`src/rtl/clkdiv_pkg.sv`:
```
package clkdiv_pkg;
    parameter int FIELD_W = 16;

    typedef struct packed {
        logic [FIELD_W:0]   cnt;
        logic [FIELD_W-1:0] act;
        logic               level;
        logic               stb;
    } div_state_t;
endpackage

```
`src/rtl/clkdiv_field_sel.sv`:
```
module clkdiv_field_sel #(
    parameter int W = 16
) (
    input  logic [2*W-1:0] word,
    input  logic           dual,
    input  logic           cs,
    output logic [W-1:0]   sel
);
    // The upper field is reachable only when per-select rates are enabled.
    always_comb begin
        if (dual && cs) sel = word[2*W-1:W];
        else            sel = word[W-1:0];
    end
endmodule

```
`src/rtl/clkdiv_period.sv`:
```
module clkdiv_period #(
    parameter int W = 16
) (
    input  logic [W-1:0] div,
    output logic [W:0]   last_idx,
    output logic [W:0]   half
);
    // Period = 2*(div/2 + 1) = (div | 1) + 1; bypass collapses to one cycle.
    always_comb begin
        if (div == '0) last_idx = '0;
        else           last_idx = {1'b0, div | {{(W-1){1'b0}}, 1'b1}};
        half = {2'b00, div[W-1:1]} + {{W{1'b0}}, 1'b1};
    end
endmodule

```
`src/rtl/iface_clk_divider.sv`:
```
module iface_clk_divider
    import clkdiv_pkg::*;
#(
    parameter int W = clkdiv_pkg::FIELD_W
) (
    input  logic           clk,
    input  logic           rst_n,
    input  logic [2*W-1:0] div_word,
    input  logic           dual_rate,
    input  logic           cs_sel,
    output logic           clk_level,
    output logic           rise_stb
);
    localparam int CW = W + 1;

    div_state_t     state_d, state_q;
    logic [W-1:0]   sel_div;
    logic [CW-1:0]  last_idx;
    logic [CW-1:0]  half;
    logic [CW-1:0]  cnt_inc;
    logic           boundary;
    logic [W-1:0]   act_div;
    logic [CW-1:0]  cnt_now;

    clkdiv_field_sel #(.W(W)) u_sel (
        .word (div_word),
        .dual (dual_rate),
        .cs   (cs_sel),
        .sel  (sel_div)
    );

    // Period geometry of the value currently in force.
    clkdiv_period #(.W(W)) u_per (
        .div      (state_q.act),
        .last_idx (last_idx),
        .half     (half)
    );

    assign cnt_inc  = state_q.cnt + {{(CW-1){1'b0}}, 1'b1};
    assign boundary = (state_q.cnt == last_idx);

    always_comb begin
        state_d = state_q;
        if (boundary) begin
            state_d.act   = sel_div;
            state_d.cnt   = '0;
            state_d.level = 1'b1;
            state_d.stb   = 1'b1;
        end else begin
            state_d.cnt   = cnt_inc;
            state_d.level = (cnt_inc < half);
            state_d.stb   = 1'b0;
        end
    end

    always_ff @(posedge clk or negedge rst_n) begin
        if (!rst_n) begin
            state_q <= '0;
        end else begin
            state_q <= state_d;
        end
    end

    assign clk_level = state_q.level;
    assign rise_stb  = state_q.stb;
    assign act_div   = state_q.act;
    assign cnt_now   = state_q.cnt;
endmodule

```
`config.mk`:
```
export PLATFORM = sky130hd
export DESIGN_NAME = iface_clk_divider
export DESIGN_NICKNAME = d
export VERILOG_FILES = /design/src/rtl/clkdiv_pkg.sv /design/src/rtl/clkdiv_field_sel.sv /design/src/rtl/clkdiv_period.sv /design/src/rtl/iface_clk_divider.sv
export SDC_FILE = /design/constraint.sdc
export NUM_CORES = 1
export LEC_CHECK = 0
export BUFFER_PORTS_ARGS = -buffer_cell sky130_fd_sc_hd__buf_2
export CORE_UTILIZATION = 45
export CTS_CLUSTER_SIZE = 40
export DETAILED_ROUTE_END_ITERATION = 8
export MAX_ROUTING_LAYER = met4
export PLACE_DENSITY = 0.66
export SYNTH_ARGS = -nofsm -noshare
export SYNTH_HDL_FRONTEND = slang
export SYNTH_SLANG_ARGS = --single-unit
```
`constraint.sdc`:
```
create_clock -name clk -period 3.71 [get_ports clk]
set_input_delay 0.742 -clock clk [delete_from_list [all_inputs] [get_ports clk]]
set_output_delay 0.742 -clock clk [all_outputs]
set_load 0.05 [all_outputs]
```
* Yosys cells after proc, flatten, opt, wreduce, memory -nomap -nowiden
Index checks and enable logic that the tools add are counted.
** Word-level totals
- Latch bits :: 0
- Memories :: 0
- Register bits :: 35
- Memory bits (read-only) :: 0
- Logic and storage cells :: 14
- Input port bits :: 36
- Bits in writable memories :: 0
- Output and inout port bits :: 2
** Operators by class
- Divide/modulo/power cells :: 0
- Shifts and indexed selects :: 0
- Eq/ne operators :: 1
- Reduce and logical (&&, ||, !) cells :: 2
- Muxes and demuxes :: 4
- Bitwise operators :: 0
- Multiply operators :: 0
- Add/subtract/negate cells :: 2
- $lt $le $gt $ge :: 1
** Operators with widths (number)
- 16-bit two-way mux :: 2
- 17-bit by 1-bit adder with 17-bit output (second input constant) :: 1
- 17-bit == test :: 1
- 17-bit less-than comparator :: 1
- 17-bit two-way mux :: 1
- 15-bit by 1-bit adder with 16-bit output (second input constant) :: 1
- 16-bit zero test :: 1
- 2-bit two-way mux :: 1
- 1-bit logical AND :: 1

* Logic depth before layout (Yosys ltp)
- Word-level depth :: 4
- Depth in mapped cells :: 12
- Gate-level depth less buffers :: 11

* Cells and area by module
A second synthesis with hierarchy kept.
** Second synthesis, totals
- Cells, all modules :: 280
- Area total of the unflattened synthesis :: 2850.2 µm²
** Modules (own cells, without submodules)
- iface_clk_divider :: area an instance 2134.5 µm², cells an instance 191, sequential area each 875.8 µm², instances 1
- clkdiv_period :: area an instance 480.5 µm², cells an instance 71, sequential area each 0.0 µm², instances 1
- clkdiv_field_sel :: area an instance 235.2 µm², cells an instance 18, sequential area each 0.0 µm², instances 1

* Worst setup path before layout
OpenSTA, ideal clock, no wires.
- Path type :: register to register
- Start :: register state_q, in the netlist act_div[1]
- End :: register state_q, in the netlist clk_level
- Arrival time :: 2464 ps
- Setup time :: 126 ps
- Buffers on the path :: 0
- Path slack :: 1120 ps
- Stages on the path, launching flop included :: 12
- Clock period less this slack :: 2590 ps
- Data required time :: 3584 ps
- Cell sequence :: dfrtp_1 -> ha_1 -> and3_1 -> and4_1 -> nand2_1 -> xor2_1 -> ha_1 -> nand2_1 -> o21ai_0 -> a2111oi_0 -> a211o_1 -> a221o_1
** RTL lines
- from (decl) :: line iface_clk_divider.sv:16 : div_state_t state_d, state_q;
- from (signal assigned) :: line iface_clk_divider.sv:60 : state_q <= state_d;

==> flow_summary.toml <==
[outcome]
outcome = "completed"

[sta]
finClkSkew_ns = 0.00941
period_minus_slack_ns = 2.92
worst_pin_slew_ns = 0.790
slew_headroom_pct = 47.3
setup_viol = 0
slew_viol_final = 0
max_freq_ghz = 0.342
finalSetupTns_ns = 0
hold_viol = 0
grt_setup_unrepaired = "false"
finalCritPeriodShare_pct = 78.7

[yosys]
yosysWarnings = 0
synth-seq-cells = 35
netlist.area_leader.share_pct = 35.4
seq_area_frac_synth_pct = 35.4
synth_largest_area_cell = "dfrtp_1"
avgSynthCellArea_sq_um = 10.4
synth.distinct_cells = 36
synth_area_leaders = "dfrtp_1 35%, xnor2_1 8.9%, ha_1 8.6%"
synth_area_sq_um = 2470
netlist_instances = 238
syn_nets = 291

[power]
p_sw_share_pct = 27.0
power.leakage_nw = 1.27
finalPower_w = 0.000838
p_int_w = 0.000612
ir_worst_vdd_v = 0.000202
pwr-share-seq_pct = 51.3
clkPwrFrac_pct = 34.3
p_sw_w = 0.000226
pwr-share-comb_pct = 14.5
powerDensity_nw_per_um2 = 302

[floorplan]
io_pins = 38
core_sq_um = 5200
fp.dieW_microns = 76.1
start_util_pct = 47.5
rows = 26
die-area_sq_um = 5800
die_h_microns = 76.1

[clock_tree]
htree_levels = 2
hold_buffers = 0
clock-sinks = 35
post-cts-setup-buffers = 0
cts_root_buffer = "clkbuf_8"
cts_buffers = 5
clkLatencyLatePin_ns = 0.30
clkTransAtPathRegs_ns = 0.07
ctsResizeCount = 0
cts_tree = "yes"
cts_buffer_depth = 2

[critical_path]
crit_required_ns = 3.89
reg2reg_to = "clk_level"
end_kind = "flop"
critical_path_class = "reg -> reg"
cp_top_family = "compound AO/OA/AOI/OAI gates"
crit_chain = "ha_1, and4_4, and2_2, nand2_1, xnor2_1, ha_1, a21oi_1, o21ai_0, a2111oi_0, a211o_1, a221o_1"
critPathMaxFanout = 9
slowest_delay_ns = 0.49
r2r_start = "cnt_now[0]"
crit_top_cell = "ha_1"
cp_num_cells = 11
critPathBufInv = 0
critical_path.slowest_cell = "dfrtp_1"
cp-startpoint = "cnt_now[0]"
r2r_slack_ns = 0.79
critPathLaunchType = "flop"
critPathCapture = "clk_level"
r2r_cells = 11
cp.arrival_ns = 3.10

[finish]
syn_to_final_growth_pct = 12.2
n_antenna_cell = 0
nFillCells = 503
mostFrequentLayoutCells = "37 x buf_2, 35 x dfrtp_1, 25 x xnor2_1"
drive_gt1_share_pct = 23.8
fin_cells = 343
final_common_cell = "buf_2"
final_nets = 326

[flow_run]
cap_violations = 0

[place]
io_buffers = 37
dp_hpwl_mm = 3.78
gp_routability_congestion = 0.855
placed_cells = 336

[route]
routed_wl_mm = 4.98
drc = 0
drt-pass1-iter-count = 4
wire_per_inst_microns = 14.5
vias = 1823
detail-route-antenna-nets = 0
first_iter_violations = 71
vias_per_cell = 5.31

[global_routing]
grt_pass1_wl_mm = 8.88
grt_pass1_vias = 1861
grt_overflow_total = 0
antenna_found_initial = 0
track_usage_pct = 20.3
grt_max_degree = 36

[worst_hold_path]
hold_path_class = "reg -> reg"
-- flip-flops by register name, indices dropped and copies added (netlist names) --
register and flops:
act_div 16, clk_level 1, cnt_now 17, rise_stb 1
-- Yosys cell counts, drive strengths merged --
master	instances
a41oi	1
inv	2
mux2i	1
o21ai	3
a221o	1
a2111oi	1
nor4	5
dfrtp	35
nor2	9
or4	1
nand2	14
and2	7
ha	17
nand4	9
or3	1
a21oi	6
and4	6
xnor2	25
mux2	32
a211o	1
clkbuf	4
nor3	1
nand3	13
a211oi	1
buf	5
nor2b	11
xor2	17
and3	8
nand2b	1
-- final cells by class --
cell class                      count  area, sq um  share of cell area (%)
Clock buffer                        6         82.6                    2.98
Clock inverter                      1         5.00                   0.180
Inverter                            2         7.51                   0.271
Multi-Input combinational cell    192         1530                    55.2
Sequential cell                    35          876                    31.6
Tap cell                           70         87.6                    3.16
Timing Repair Buffer               37          185                    6.67
-- cells by family after synthesis --
family,after synthesis,synth area share (%)
and+or+nand+nor,86,19.9
xor gates and xnor gates,42,14.9
DFF,35,35.4
muxes,33,15.0
adders and majority gates,17,8.60
AOI/OAI and AO/OA,14,3.59
buffers and inverters,11,2.68
-- per-layer routing --
metal / share of wire [%] / global-route usage (%) / wire length, microns
met2: 46 / 31.6 / 2270
met1: 50 / 26.2 / 2480
met5: 0 / - / 0
met4: 1.3 / 5.77 / 66
met3: 3.1 / 5.03 / 154
-- power by group through the flow --
| stage | Sequential [W] | Combinational (W) | Clock (W) |
|---|---|---|---|
| after floorplan | 0.000423 | 0.0000879 | 0 |
| final | 0.000429 | 0.000121 | 0.000287 |
| after CTS | 0.000429 | 0.000124 | 0.000293 |
| after global routing | 0.000433 | 0.000139 | 0.000309 |
| after detailed placement | 0.000436 | 0.000123 | 0 |
| after global placement | 0.000436 | 0.000120 | 0 |
-- per-stage QoR --
step	hold WS, ns	worst slack [ns]	cell area (sq um)	util (%)
floorplan	0.446	1.12	2470	-
global placement	0.476	0.912	2690	51.6
detailed placement	0.495	0.842	2690	51.6
CTS	0.515	0.808	2780	53.3
global route	0.534	0.625	2780	53.3
finish	0.512	0.789	2780	53.3
-- how the worst min path moves through the flow --
stage	startpoint	to	cells after the start
3_3_place_gp	act_div[0]	act_div[0]	1
5_1_grt	act_div[0]	act_div[0]	1
2_1_floorplan	rst_n	act_div[0]	0
4_1_cts	act_div[0]	act_div[0]	1
6_report	act_div[0]	act_div[0]	1
3_5_place_dp	act_div[0]	act_div[0]	1
Power figures use the tool's default switching activity.
